File: config.mk
export PLATFORM = sky130hd
export DESIGN_NAME = rtc_alarm_match
export DESIGN_NICKNAME = d
export VERILOG_FILES = /design/src/rtl/rtc_alarm_pkg.sv /design/src/rtl/rtc_alarm_regs.sv /design/src/rtl/rtc_alarm_hour_norm.sv /design/src/rtl/rtc_alarm_cmp.sv /design/src/rtl/rtc_alarm_match.sv
export SDC_FILE = /design/constraint.sdc
export NUM_CORES = 1
export LEC_CHECK = 0
export ABC_AREA = 1
export CAP_MARGIN = 20
export CELL_PAD_IN_SITES_DETAIL_PLACEMENT = 0
export CELL_PAD_IN_SITES_GLOBAL_PLACEMENT = 1
export CORE_MARGIN = 2
export CORE_UTILIZATION = 35
export CTS_BUF_LIST = sky130_fd_sc_hd__clkbuf_8
export DETAILED_ROUTE_END_ITERATION = 12
export GPL_TIMING_DRIVEN = 0
export HOLD_SLACK_MARGIN = 0.15
export MAX_ROUTING_LAYER = met4
export PLACE_DENSITY_LB_ADDON = 0.1
export REMOVE_ABC_BUFFERS = 1
export SLEW_MARGIN = 20
export SYNTH_ARGS = -nofsm -noshare
export SYNTH_HDL_FRONTEND = slang
export SYNTH_SLANG_ARGS = --single-unit
File: constraint.sdc
create_clock -name clk -period 2.35 [get_ports clk]
set_input_delay 0.705 -clock clk [delete_from_list [all_inputs] [get_ports clk]]
set_output_delay 0.705 -clock clk [all_outputs]
set_load 0.01 [all_outputs]
File: src/rtl/rtc_alarm_pkg.sv
package rtc_alarm_pkg;
   localparam int unsigned ADR_DAYS_LO = 0;
   localparam int unsigned ADR_DAYS_HI = 1;
   localparam int unsigned ADR_MIN_U   = 2;
   localparam int unsigned ADR_MIN_T   = 3;
   localparam int unsigned ADR_HR_U    = 4;
   localparam int unsigned ADR_HR_T    = 5;
   localparam int unsigned NIB_W       = 4;
   localparam int unsigned HR_IDX_W    = 6;

   typedef struct packed {
      logic [6:0] day_mask;
      logic       hold;
      logic       enable;
      logic [3:0] min_u;
      logic [2:0] min_t;
      logic [3:0] hr_u;
      logic [1:0] hr_t;
   } alarm_cfg_t;
endpackage

File: src/rtl/rtc_alarm_regs.sv
module rtc_alarm_regs
   import rtc_alarm_pkg::*;
#(
   parameter int unsigned ADDR_W = 3
) (
   input  logic                clk,
   input  logic                rst_n,
   input  logic                wr_i,
   input  logic [ADDR_W-1:0]   addr_i,
   input  logic [NIB_W-1:0]    wdata_i,
   output logic [NIB_W-1:0]    rdata_o,
   output alarm_cfg_t          cfg_o,
   output logic                hold_wr_o
);
   alarm_cfg_t cfg_q;

   function automatic logic hit_adr(input logic [ADDR_W-1:0] a, input int unsigned n);
      return a == ADDR_W'(n);
   endfunction

   always_ff @(posedge clk or negedge rst_n) begin
      if (!rst_n) begin
         cfg_q <= '0;
      end else if (wr_i) begin
         if (hit_adr(addr_i, ADR_DAYS_LO)) cfg_q.day_mask[3:0] <= wdata_i;
         if (hit_adr(addr_i, ADR_DAYS_HI)) begin
            cfg_q.hold           <= wdata_i[3];
            cfg_q.day_mask[6:4]  <= wdata_i[2:0];
         end
         if (hit_adr(addr_i, ADR_MIN_U)) cfg_q.min_u <= wdata_i;
         if (hit_adr(addr_i, ADR_MIN_T)) cfg_q.min_t <= wdata_i[2:0];
         if (hit_adr(addr_i, ADR_HR_U))  cfg_q.hr_u  <= wdata_i;
         if (hit_adr(addr_i, ADR_HR_T)) begin
            cfg_q.enable <= wdata_i[3];
            cfg_q.hr_t   <= wdata_i[1:0];
         end
      end
   end

   always_comb begin
      rdata_o = '0;
      if (hit_adr(addr_i, ADR_DAYS_LO)) rdata_o = cfg_q.day_mask[3:0];
      if (hit_adr(addr_i, ADR_DAYS_HI)) rdata_o = {cfg_q.hold, cfg_q.day_mask[6:4]};
      if (hit_adr(addr_i, ADR_MIN_U))   rdata_o = cfg_q.min_u;
      if (hit_adr(addr_i, ADR_MIN_T))   rdata_o = {1'b0, cfg_q.min_t};
      if (hit_adr(addr_i, ADR_HR_U))    rdata_o = cfg_q.hr_u;
      if (hit_adr(addr_i, ADR_HR_T))    rdata_o = {cfg_q.enable, 1'b0, cfg_q.hr_t};
   end

   assign cfg_o     = cfg_q;
   assign hold_wr_o = wr_i && hit_adr(addr_i, ADR_DAYS_HI) && wdata_i[3];
endmodule

File: src/rtl/rtc_alarm_hour_norm.sv
module rtc_alarm_hour_norm
   import rtc_alarm_pkg::*;
(
   input  logic [1:0]          tens_i,
   input  logic [3:0]          units_i,
   input  logic                mode_24h_i,
   output logic [HR_IDX_W-1:0] idx_o,
   output logic                valid_o
);
   logic [HR_IDX_W-1:0] low;
   logic [HR_IDX_W-1:0] full;
   logic                digit_ok;

   always_comb begin
      low      = (tens_i[0] ? HR_IDX_W'(10) : '0) + HR_IDX_W'(units_i);
      full     = low + (tens_i[1] ? HR_IDX_W'(20) : '0);
      digit_ok = units_i <= 4'd9;
      if (mode_24h_i) begin
         valid_o = digit_ok && (full <= HR_IDX_W'(23));
         idx_o   = full;
      end else begin
         valid_o = digit_ok && (low >= HR_IDX_W'(1)) && (low <= HR_IDX_W'(12));
         idx_o   = ((low == HR_IDX_W'(12)) ? '0 : low) + (tens_i[1] ? HR_IDX_W'(12) : '0);
      end
   end
endmodule

File: src/rtl/rtc_alarm_cmp.sv
module rtc_alarm_cmp
   import rtc_alarm_pkg::*;
#(
   parameter int unsigned NUM_DAYS = 7,
   parameter int unsigned WDAY_W   = 3
) (
   input  alarm_cfg_t        cfg_i,
   input  logic              tick_i,
   input  logic              mode_24h_i,
   input  logic [3:0]        now_min_u_i,
   input  logic [2:0]        now_min_t_i,
   input  logic [3:0]        now_hr_u_i,
   input  logic [1:0]        now_hr_t_i,
   input  logic [WDAY_W-1:0] now_wday_i,
   output logic              hit_o
);
   logic [HR_IDX_W-1:0] al_idx, now_idx;
   logic                al_ok, now_ok;
   logic [NUM_DAYS-1:0] day_sel;
   logic                min_ok, hr_ok, day_ok;

   rtc_alarm_hour_norm u_al_hr (
      .tens_i(cfg_i.hr_t), .units_i(cfg_i.hr_u), .mode_24h_i(mode_24h_i),
      .idx_o(al_idx), .valid_o(al_ok));

   rtc_alarm_hour_norm u_now_hr (
      .tens_i(now_hr_t_i), .units_i(now_hr_u_i), .mode_24h_i(mode_24h_i),
      .idx_o(now_idx), .valid_o(now_ok));

   for (genvar d = 0; d < NUM_DAYS; d++) begin : g_day
      assign day_sel[d] = (now_wday_i == WDAY_W'(d));
   end

   assign min_ok = (cfg_i.min_u <= 4'd9) && (cfg_i.min_t <= 3'd5)
                && (cfg_i.min_u == now_min_u_i) && (cfg_i.min_t == now_min_t_i);
   assign hr_ok  = al_ok && now_ok && (al_idx == now_idx);
   assign day_ok = |(day_sel & cfg_i.day_mask[NUM_DAYS-1:0]);
   assign hit_o  = tick_i && cfg_i.enable && min_ok && hr_ok && day_ok;
endmodule

File: src/rtl/rtc_alarm_match.sv
module rtc_alarm_match
   import rtc_alarm_pkg::*;
#(
   parameter int unsigned ADDR_W   = 3,
   parameter int unsigned NUM_DAYS = 7,
   parameter bit          SET_WINS = 1'b1
) (
   input  logic              clk,
   input  logic              rst_n,
   input  logic              reg_wr,
   input  logic [ADDR_W-1:0] reg_addr,
   input  logic [3:0]        reg_wdata,
   output logic [3:0]        reg_rdata,
   input  logic              min_tick,
   input  logic              mode_24h,
   input  logic [3:0]        now_min_u,
   input  logic [2:0]        now_min_t,
   input  logic [3:0]        now_hr_u,
   input  logic [1:0]        now_hr_t,
   input  logic [2:0]        now_wday,
   input  logic              flag_clr,
   output logic              alarm_flag,
   output logic              irq_n
);
   localparam int unsigned WDAY_W = 3;

   if (ADDR_W < 3) begin : g_bad_addr
      $error("rtc_alarm_match: ADDR_W must reach address 5");
   end
   if (NUM_DAYS != 7) begin : g_bad_days
      $error("rtc_alarm_match: the mask layout holds exactly seven days");
   end

   alarm_cfg_t cfg_w;
   logic       hold_wr_w;
   logic       hit_w;
   logic       clr_w;
   logic       flag_q;
   logic       ale_w, alc_w;

   rtc_alarm_regs #(.ADDR_W(ADDR_W)) u_regs (
      .clk(clk), .rst_n(rst_n), .wr_i(reg_wr), .addr_i(reg_addr),
      .wdata_i(reg_wdata), .rdata_o(reg_rdata), .cfg_o(cfg_w),
      .hold_wr_o(hold_wr_w));

   rtc_alarm_cmp #(.NUM_DAYS(NUM_DAYS), .WDAY_W(WDAY_W)) u_cmp (
      .cfg_i(cfg_w), .tick_i(min_tick), .mode_24h_i(mode_24h),
      .now_min_u_i(now_min_u), .now_min_t_i(now_min_t),
      .now_hr_u_i(now_hr_u), .now_hr_t_i(now_hr_t),
      .now_wday_i(now_wday), .hit_o(hit_w));

   assign clr_w = flag_clr || hold_wr_w;

   if (SET_WINS) begin : g_set_first
      always_ff @(posedge clk or negedge rst_n) begin
         if (!rst_n)     flag_q <= 1'b0;
         else if (hit_w) flag_q <= 1'b1;
         else if (clr_w) flag_q <= 1'b0;
      end
   end else begin : g_clr_first
      always_ff @(posedge clk or negedge rst_n) begin
         if (!rst_n)     flag_q <= 1'b0;
         else if (clr_w) flag_q <= 1'b0;
         else if (hit_w) flag_q <= 1'b1;
      end
   end

   assign ale_w      = cfg_w.enable;
   assign alc_w      = cfg_w.hold;
   assign alarm_flag = flag_q;
   assign irq_n      = !(flag_q && !alc_w);
endmodule

# ---- Yosys cells after proc, flatten, opt, wreduce, memory -nomap -nowiden
# Cells that the tools add are included.
# W data, S select, Z words.
dict set report totals {
  in_bits 29
  memories 0
  latch_bits 0
  out_inout_bits 6
  word_cells 93
  regBits 23
  ram_bits 0
  romBits 0
}
dict set report classes {
  mul 0
  n_div 0
  n_mux 20
  magnitude_cmp 10
  bitwise_logic 1
  add_sub_neg 6
  n_reduce_logical 31
  shift 0
  eq_ne 16
}
# op count
set ops {}
lappend ops {{$mux W4} 10}
lappend ops {{$add A6 B4 Y6} 4}
lappend ops {{$mux W6} 4}
lappend ops {{$logic_and A1 B1 Y1} 18}
lappend ops {{$eq A3 B3 Y1 const B} 5}
lappend ops {{$add A6 B5 Y6} 2}
lappend ops {{$eq A3 B2 Y1 const B} 4}
lappend ops {{$eq A6 B4 Y1 const B} 2}
lappend ops {{$ge A6 B1 Y1 const B} 2}
lappend ops {{$le A4 B4 Y1 const B} 3}
lappend ops {{$le A6 B4 Y1 const B} 2}
lappend ops {{$le A6 B5 Y1 const B} 2}
lappend ops {{$reduce_and A2 Y1} 6}
lappend ops {{$mux W5} 2}
lappend ops {{$and A7 B7 Y7} 1}
lappend ops {{$reduce_or A7 Y1} 1}
lappend ops {{$eq A3 B1 Y1 const B} 2}
lappend ops {{$eq A6 B6 Y1} 1}
lappend ops {{$logic_not A3 Y1} 2}
lappend ops {{$eq A4 B4 Y1} 1}
lappend ops {{$mux W1} 4}
lappend ops {{$eq A3 B3 Y1} 1}
lappend ops {{$le A3 B3 Y1 const B} 1}
lappend ops {{$logic_not A1 Y1} 2}
lappend ops {{other kinds (2)} 2}

# ---- Depth between registers and ports, before layout
# Gate-level depths: netlist of the first run.
dict set report logic_depth {
  ltp_word 11
  depth_mapped 21
}

# ---- Modules after synthesis
# From an unflattened synthesis of the first run, not the netlist that was laid out.
dict set report unflattened {
  hier_cells 369
  hier_area_um2 2269.7
}
# mod cells_per_inst n_inst seq_area_each_um2 area_each_um2
set by_module_without_submodules {}
lappend by_module_without_submodules {rtc_alarm_regs 131 1 550.5 1073.5}
lappend by_module_without_submodules {rtc_alarm_hour_norm 61 2 0.0 365.4}
lappend by_module_without_submodules {rtc_alarm_cmp 108 1 0.0 412.9}
lappend by_module_without_submodules {rtc_alarm_match 8 1 25.0 52.6}

# ---- Least setup slack after synthesis of the first run
# Ideal clock, no wire load.
dict set report synth_timing {
  path_kind {input-to-reg}
  start {input now_hr_u[1]}
  end {register flag_q, in the netlist alarm_flag}
  cell_stages 20
  setup_slack_ns -0.412
  setup_ns 0.065
  t_arrival_ns 2.697
  path_buffers 0
  path_cell_list {ha_1 ha_1 nand2_1 nand2_2 nand4_1 inv_1 nor2_1 ha_1 inv_1 fa_1 inv_1 nand2_1 nand2_1 nor2_1 nand4_1 nor2_1 nand3_1 nand2_1 nand2_1 nand2_1}
}
dict set report synth_via {
  elab_chain_len 10
  word_cells_on_any_way 21
}
# element line_no
set synth_lines {}
lappend synth_lines {{start, declared} rtc_alarm_match.sv:18} ;# input logic [3:0] now_hr_u,
lappend synth_lines {{$add A6 B4 Y6} rtc_alarm_hour_norm.sv:15} ;# low = (tens_i[0] ? HR_IDX_W'(10) : '0) + HR_IDX_W'(units_i);
lappend synth_lines {{$add A6 B5 Y6 (tied with other cells)} rtc_alarm_hour_norm.sv:16} ;# full = low + (tens_i[1] ? HR_IDX_W'(20) : '0);
lappend synth_lines {{$le A6 B5 Y1 (tied with other cells)} rtc_alarm_hour_norm.sv:19} ;# valid_o = digit_ok && (full <= HR_IDX_W'(23));
lappend synth_lines {{$logic_and A1 B1 Y1 (tied with other cells)} rtc_alarm_hour_norm.sv:19}
lappend synth_lines {{$mux W1 / $mux W6 (equally long branches)} rtc_alarm_hour_norm.sv:18} ;# if (mode_24h_i) begin
lappend synth_lines {{$logic_and A1 B1 Y1 / $eq A6 B6 Y1 (equally long branches)} rtc_alarm_cmp.sv:36} ;# assign hr_ok = al_ok && now_ok && (al_idx == now_idx);
lappend synth_lines {{$logic_and A1 B1 Y1 (*)} rtc_alarm_cmp.sv:36}
lappend synth_lines {{$logic_and A1 B1 Y1 (*) (2 in a row)} rtc_alarm_cmp.sv:38} ;# assign hit_o = tick_i && cfg_i.enable && min_ok && hr_ok && day_ok;
lappend synth_lines {{$mux W1 / $reduce_bool A2 Y1 (equally long branches)} n/a}
lappend synth_lines {{end signal, assigned} rtc_alarm_match.sv:56} ;# if (!rst_n) flag_q <= 1'b0;
lappend synth_lines {{end signal, assigned} rtc_alarm_match.sv:57} ;# else if (hit_w) flag_q <= 1'b1;
lappend synth_lines {{end signal, assigned} rtc_alarm_match.sv:58} ;# else if (clr_w) flag_q <= 1'b0;
lappend synth_lines {{end, declared} rtc_alarm_match.sv:38} ;# logic flag_q;
# Mark *: on every way between the ends. The rest lies on a longest branch, timed or not.
# A chain may end at the register's enable or synchronous reset.

# ---- Worst setup path in the final report of the first run
dict set report layout_timing {
  start {input now_hr_t[0]}
  end {register flag_q, in the netlist alarm_flag}
}
dict set report layout_via {
  elab_chain_len 11
  word_cells_on_any_way 21
}
# element line_no
set layout_lines {}
lappend layout_lines {{start, declared} rtc_alarm_match.sv:19} ;# input logic [1:0] now_hr_t,
lappend layout_lines {{$mux W4 (*)} rtc_alarm_hour_norm.sv:15}
lappend layout_lines {{$add A6 B4 Y6 (*)} rtc_alarm_hour_norm.sv:15}
lappend layout_lines {{$add A6 B5 Y6 (tied with other cells)} rtc_alarm_hour_norm.sv:16}
lappend layout_lines {{$le A6 B5 Y1 (tied with other cells)} rtc_alarm_hour_norm.sv:19}
lappend layout_lines {{$logic_and A1 B1 Y1 (tied with other cells)} rtc_alarm_hour_norm.sv:19}
lappend layout_lines {{$mux W1 / $mux W6 (equally long branches)} rtc_alarm_hour_norm.sv:18}
lappend layout_lines {{$logic_and A1 B1 Y1 / $eq A6 B6 Y1 (equally long branches)} rtc_alarm_cmp.sv:36}
lappend layout_lines {{$logic_and A1 B1 Y1 (*)} rtc_alarm_cmp.sv:36}
lappend layout_lines {{$logic_and A1 B1 Y1 (*) (2 in a row)} rtc_alarm_cmp.sv:38}
lappend layout_lines {{$mux W1 / $reduce_bool A2 Y1 (equally long branches)} n/a}
# Marked as above.

==> flow_summary_export.csv, run 1 <==
group,metric,value,unit
pwr,vdd_drop_max,0.352,mV
route,drtPass1Iterations,4,
synth,ys.warnings.count,0,
synth,synth_flop_cell,"dfrtp_1",
route,wl_per_cell,12.6,microns
synth,async_flop_share,100,%
route,totalWireLength,5280,microns
die,core,0.00547,sq mm
placement,dp_hpwl,4060,microns
critical_path,endpoint_kind,"register",
run_status,status,"finished, violations left",
global_route,gr-total-overflow,0,
die,ios,35,
timing,worst_pin_slew,0.524,ns
timing,grt_setup_unrepaired,"true",
synth,synth_edf_count,0,
placement,gp_congestion,0.836,
die,rows,27,
synth,ys_seq_area_share,29.3,%
run_status,violations,"setup timing",
die,start_util,35.8,%
synth,synth_area,0.00196,sq mm
timing,fmax,367,MHz
clocking,numClockSinks,23,
critical_path,crit_buf_inv,4,
critical_path,cp_slowest_cell,"fa_1",
timing,drv_slew,0,
clocking,numCtsBuffers,3,
clocking,cts_root_buf,"clkbuf_8",
pwr,p_per_area,571,mW/mm^2
hold_path,hold_path.class,"input port to async pin",
route,ant_nets,0,
job,maxCapViolCount,0,
timing,layout_setup_ws,-0.375,ns
finish,antennaDiodeCount,0,
critical_path,path_max_fanout,2,
synth,synth.area.top_cells,"dfrtp_1 29%, nand2_1 14%, ha_1 10%",
die,die_area,0.00622,sq mm
critical_path,cp_top_family,"adder cells",
finish,n_fill_cell,575,
clocking,cts.path.max_buffers,2,
clocking,clock_latency,0.26,ns
finish,nets,395,
route,drtIter0Drc,58,
clocking,hold_buffers,0,
timing,period_needed,2.73,ns
synth,yosysTopAreaCell,"dfrtp_1",
critical_path,cp.arrival,2.93,ns
synth,synthCells,285,
timing,hold_viol,0,
finish,drive_above_1_share,27.7,%
clocking,cts_htree_levels,1,
global_route,antenna_found_initial,0,
placement,io_buffers,34,
die,die_h,78.9,microns
global_route,grt_pass1_wl,8830,microns
synth,yosys.area.top_type_share,29.3,%
clocking,cts_tree,"done",
synth,yosysUniqueCellTypes,29,
finish,fin_util,50.6,%
critical_path,path_cells,"buf_6 > ha_4 > ha_4 > nand2_2 > nand2_2 > nand4_1 > inv_1 > nor2_2 > ha_2 > inv_2 > fa_1 > inv_1 > nand2_1 > nand2_1 > nor2_2 > nand4_1 > nor2_1 > nand3_1 > nand2_1 > nand2_2 > nand2_1",
synth,synthesis.area_per_instance,6.88,sq um
timing,slew_headroom,65.1,%
synth,synth.most_common_cell,"nand2_1",
timing,fin_worst_skew,0.00323,ns
global_route,grt_max_degree,24,
timing,fin_crit_sh,116,%
critical_path,start_kind,"input port",
finish,synthToLayoutAreaGrowth,41.1,%
global_route,grt_pass1_vias,1884,
route,via_per_inst,4.67,
critical_path,path_common_cell,"nand2_1",
synth,synthTopCellsByCount,"73 x nand2_1, 47 x inv_1, 25 x nor2_1",
pwr,power.total,1.58,mW
critical_path,critPathKind,"input port to register",
route,drcViolationCount,0,
synth,ys_ff_latch,23,
timing,setup_viol,1,
critical_path,required,2.55,ns
route,num_vias,1958,
clocking,clk_pin_slew,0.08,ns
timing,hold_ws,0.409,ns
die,die_w,78.9,microns
global_route,gr-usage-all-layers,18.4,%
critical_path,crit_path_max_incr_delay,0.50,ns
pwr,p_leak,1.42,nW
==> per-layer routing <==
layer | GRT usage, % | vias up | routed length (microns)
li1 | - | 1041 | -
met4 | 3.10 | 0 | 23
met1 | 21.9 | 882 | 2300
met3 | 0.682 | 2 | 135
met2 | 35.3 | 33 | 2820
met5 | - | - | 0
==> registers in the layout (all words and copies together) (netlist names) <==
register / cells
alarm_flag: 1
u_regs.cfg_o: 22
==> final cells by class <==
cell class | instances | area [sq um] | area share, %
multi-input cells | 207 | 1320 | 47.8
flip-flops and latches | 23 | 578 | 20.9
repair buffers | 58 | 510 | 18.4
inverters | 55 | 223 | 8.04
well taps | 72 | 90.1 | 3.25
clock buffers | 3 | 41.3 | 1.49
clock inverters | 1 | 3.75 | 0.136
==> stage by stage <==
step,setup slack [ns],instances,area (sq um),setup TNS [ns]
floorplan,-0.412,285,1960,-0.412
global placement,-1.16,391,2390,-4.49
detailed placement,-1.18,391,2390,-4.47
CTS,-0.440,406,2600,-0.444
global route,-0.619,419,2770,-0.668
finish,-0.375,419,2770,-0.375
==> repair_timing <==
action                                 CTS  global route
endpoints found under the hold margin    0             0
buffers inserted                        11            13
setup endpoints to repair                5             5
pin swaps                               22            25
gates resized for setup                 76            27
==> power breakdown <==
group,internal (mW),switching (mW)
Combinational,0.381,0.397
Sequential,0.468,0.0951
Clock,0.117,0.123
==> layout by cell type, fill, tap and decap left out, types with 6 or more instances in the layout <==
cell type / netlist / final
nor2_1: 25 / 19
buf_4: 0 / 24
xor2_1: 6 / 6
inv_2: 5 / 7
nor2_2: 1 / 6
nand2_2: 7 / 16
o21ai_1: 9 / 9
nand2_1: 73 / 64
o21ai_0: 24 / 24
nand3_1: 18 / 15
dfrtp_1: 23 / 21
clkdlybuf4s50_1: 0 / 21
ha_1: 16 / 8
inv_1: 47 / 42
==> path summary, 6_finish.rpt <==
kind,startpoint,endpoint,slack [ns],cells past startpoint
worst max-delay path,now_hr_t[0],alarm_flag,-0.38,21
worst min-delay path,rst_n,u_regs.cfg_o[9],0.41,1
worst max register to register,u_regs.cfg_o[0],alarm_flag,-0.38,20
worst min register to register,u_regs.cfg_o[17],u_regs.cfg_o[17],0.49,2
max in group asynchronous,rst_n,u_regs.cfg_o[0],1.55,1
min in group clk,u_regs.cfg_o[17],u_regs.cfg_o[17],0.49,2
==> kinds of logic (layout without fill, tap and decap cells) <==
logic type / Yosys count / in the layout / share of synthesized area, %
xor gates and xnor gates: 9 / 9 / 4.02
AOI/OAI and AO/OA: 45 / 45 / 13.3
DFF: 23 / 23 / 29.3
buffers and inverters: 55 / 117 / 10.6
and+or+nand+nor: 135 / 135 / 30.5
adders and majority gates: 18 / 18 / 12.2
Power figures use the tool's default switching activity.
==> inputs of run 2 (changes only) <==
--- a/config.mk
+++ b/config.mk
@@ -14,7 +14,7 @@
 export CTS_BUF_LIST = sky130_fd_sc_hd__clkbuf_8
 export DETAILED_ROUTE_END_ITERATION = 12
 export GPL_TIMING_DRIVEN = 0
-export HOLD_SLACK_MARGIN = 0.15
+export HOLD_SLACK_MARGIN = 0.05
 export MAX_ROUTING_LAYER = met4
 export PLACE_DENSITY_LB_ADDON = 0.1
 export REMOVE_ABC_BUFFERS = 1
==> results of run 2 <==
Same layout as run 1: the final DEF is identical, and so are final timing and power.
==> inputs of run 3 (changes only) <==
--- a/config.mk
+++ b/config.mk
@@ -12,12 +12,13 @@
 export CORE_MARGIN = 2
 export CORE_UTILIZATION = 35
 export CTS_BUF_LIST = sky130_fd_sc_hd__clkbuf_8
+export CTS_CLUSTER_DIAMETER = 30
 export DETAILED_ROUTE_END_ITERATION = 12
 export GPL_TIMING_DRIVEN = 0
 export HOLD_SLACK_MARGIN = 0.05
 export MAX_ROUTING_LAYER = met4
 export PLACE_DENSITY_LB_ADDON = 0.1
-export REMOVE_ABC_BUFFERS = 1
+export SKIP_LAST_GASP = 1
 export SLEW_MARGIN = 20
 export SYNTH_ARGS = -nofsm -noshare
 export SYNTH_HDL_FRONTEND = slang
==> run 3 against run 2 <==
Against the previous run:
- the flow still finishes with violations (setup timing)
- register-to-register slack gained 0.03 ns
- combinational power shrank 2.8%
- hold slack lost 0.011 ns
- critical path depth shrank 1
- largest cell class unchanged
==> flow_summary_export.csv, run 3 (synthesized netlist as in run 1, its figures left out) <==
group,metric,value,unit
run_status,violations,"setup timing",
global_route,grt_max_degree,24,
timing,period_needed,2.70,ns
finish,antennaDiodeCount,0,
timing,fmax,370,MHz
global_route,antenna_found_initial,0,
critical_path,path_common_cell,"nand2_1",
critical_path,cp.arrival,2.91,ns
finish,largest_register_ffs,22,
global_route,gr-usage-all-layers,17.5,%
route,ant_nets,0,
timing,grt_setup_unrepaired,"true",
synth,syn_nets,332,
die,rows,27,
critical_path,start_kind,"register",
placement,gp_congestion,0.859,
die,ios,35,
timing,slew_headroom,66.4,%
placement,dp_hpwl,4000,microns
timing,fin_worst_skew,0.00359,ns
route,drtPass1Iterations,4,
finish,mostFrequentLayoutCells,"65 x nand2_1, 42 x inv_1, 24 x o21ai_0",
critical_path,r2r_slack,-0.35,ns
critical_path,cp_slowest_cell,"fa_1",
timing,drv_slew,0,
pwr,seqPwrFrac,36.0,%
clocking,cts.path.max_buffers,2,
route,drcViolationCount,0,
pwr,swShare,39.7,%
route,totalWireLength,5170,microns
global_route,gr-total-overflow,0,
critical_path,r2r-start,"u_regs.cfg_o[0]",
pwr,comb_power_share,48.6,%
run_status,status,"finished, violations left",
critical_path,ff2ff_path_depth,20,
clocking,clk_pin_slew,0.08,ns
finish,fin_util,49.7,%
critical_path,crit_path_max_incr_delay,0.52,ns
die,start_util,35.8,%
route,via_per_inst,4.74,
clocking,cts_htree_levels,1,
die,die_w,78.9,microns
timing,hold_ws,0.398,ns
finish,synthToLayoutAreaGrowth,38.6,%
route,wl_per_cell,12.6,microns
clocking,numCtsBuffers,3,
finish,final_cell_area,0.00272,sq mm
timing,fin_crit_sh,115,%
placement,io_buffers,34,
timing,worst_pin_slew,0.504,ns
critical_path,r2r-end,"alarm_flag",
pwr,vdd_drop_max,0.329,mV
critical_path,startpoint,"u_regs.cfg_o[0]",
pwr,p_leak,1.37,nW
timing,hold_viol,0,
clocking,cts_root_buf,"clkbuf_8",
critical_path,endpoint_kind,"register",
route,num_vias,1944,
critical_path,required,2.56,ns
finish,nets,386,
finish,drive_above_1_share,25.1,%
critical_path,crit_path_end,"alarm_flag",
clocking,numClockSinks,23,
finish,final_common_cell,"nand2_1",
critical_path,path_max_fanout,4,
clocking,clock_latency,0.26,ns
hold_path,hold_path.class,"input port to async pin",
timing,layout_setup_ws,-0.350,ns
critical_path,critPathKind,"register to register",
route,drtIter0Drc,55,
critical_path,path_cells,"ha_4 > ha_2 > nand2_1 > nand2_2 > nand4_1 > inv_2 > nor2_2 > ha_2 > inv_1 > fa_1 > inv_1 > nand2_1 > nand2_2 > nor2_2 > nand4_1 > nor2_1 > nand3_1 > nand2_1 > nand2_1 > nand2_1",
pwr,intPower,940,uW
pwr,p_per_area,573,mW/mm^2
die,core,0.00547,sq mm
job,maxCapViolCount,0,
global_route,grt_pass1_vias,1802,
timing,setup_viol,1,
placement,dpl_cell_area,0.00244,sq mm
global_route,grt_pass1_wl,8360,microns
die,die_h,78.9,microns
pwr,p_sw,618,uW
pwr,clkPwrFrac,15.4,%
die,die_area,0.00622,sq mm
clocking,cts_tree,"done",
==> run 3: cell count changes in the layout (fill, tap and decap cells not counted), sizes merged <==
cell and change:
buf -8, clkdlybuf4s15 -1, clkinv +1, inv -1
==> run 3: worst max-delay path: cells and delay by family, from the launching register on <==
| kind | cells | cell delay [ns] |
|---|---|---|
| adder cells (fa/ha/maj) | 4 | 1.04 |
| AND/OR/NAND/NOR | 13 | 0.98 |
| flip-flops | 1 | 0.47 |
| buffers and inverters | 3 | 0.15 |
==> run 3: layer usage <==
metal / vias up / track usage, % / share of wire, %
li1: 1025 / - / -
met1: 871 / 24.8 / 50
met3: 5 / 3.07 / 5.9
met4: 0 / 2.59 / 0.62
met2: 43 / 27.1 / 44
met5: - / - / 0
==> run 3: layout make-up <==
type	instances	area (sq um)
multi-input cells	207	1330
inverters	55	228
clock inverters	1	3.75
flip-flops and latches	23	579
clock buffers	3	41.3
well taps	72	90.1
repair buffers	49	445
fillers	574	2750
==> run 3: through the flow <==
| step | setup slack [ns] | setup TNS [ns] | total power [mW] | instances |
|---|---|---|---|---|
| CTS | -0.411 | -0.419 | 1.53 | 406 |
| floorplan | -0.380 | -0.380 | 1.01 | 285 |
| finish | -0.350 | -0.350 | 1.56 | 410 |
| detailed placement | -1.25 | -4.62 | 1.23 | 391 |
| global placement | -1.22 | -4.58 | 1.22 | 391 |
| global route | -0.556 | -0.691 | 1.71 | 410 |
==> run 3: worst min path at each step <==
stage	endpoint	depth (start not counted)	slack [ns]	startpoint
after floorplan	alarm_flag	0	0.41	rst_n
after global placement	u_regs.cfg_o[17]	2	0.47	u_regs.cfg_o[17]
after detailed placement	u_regs.cfg_o[18]	2	0.51	u_regs.cfg_o[18]
after CTS	u_regs.cfg_o[17]	2	0.53	u_regs.cfg_o[17]
after global routing	u_regs.cfg_o[15]	1	0.44	rst_n
final	u_regs.cfg_o[15]	1	0.40	rst_n
==> run 3: power by group through the flow <==
stage               Clock, mW  Sequential (mW)  Combinational [mW]
finish                  0.240            0.561               0.757
global route            0.265            0.574               0.874
CTS                     0.249            0.556               0.727
detailed placement          0            0.554               0.676
global placement            0            0.553               0.667
floorplan                   0            0.527               0.478
==> run 3: repair_timing <==
action	CTS	global route
gates resized for setup	76	23
buffers inserted	11	4
hold buffers	0	0
pin swaps	25	19
endpoints found under the setup margin	5	5
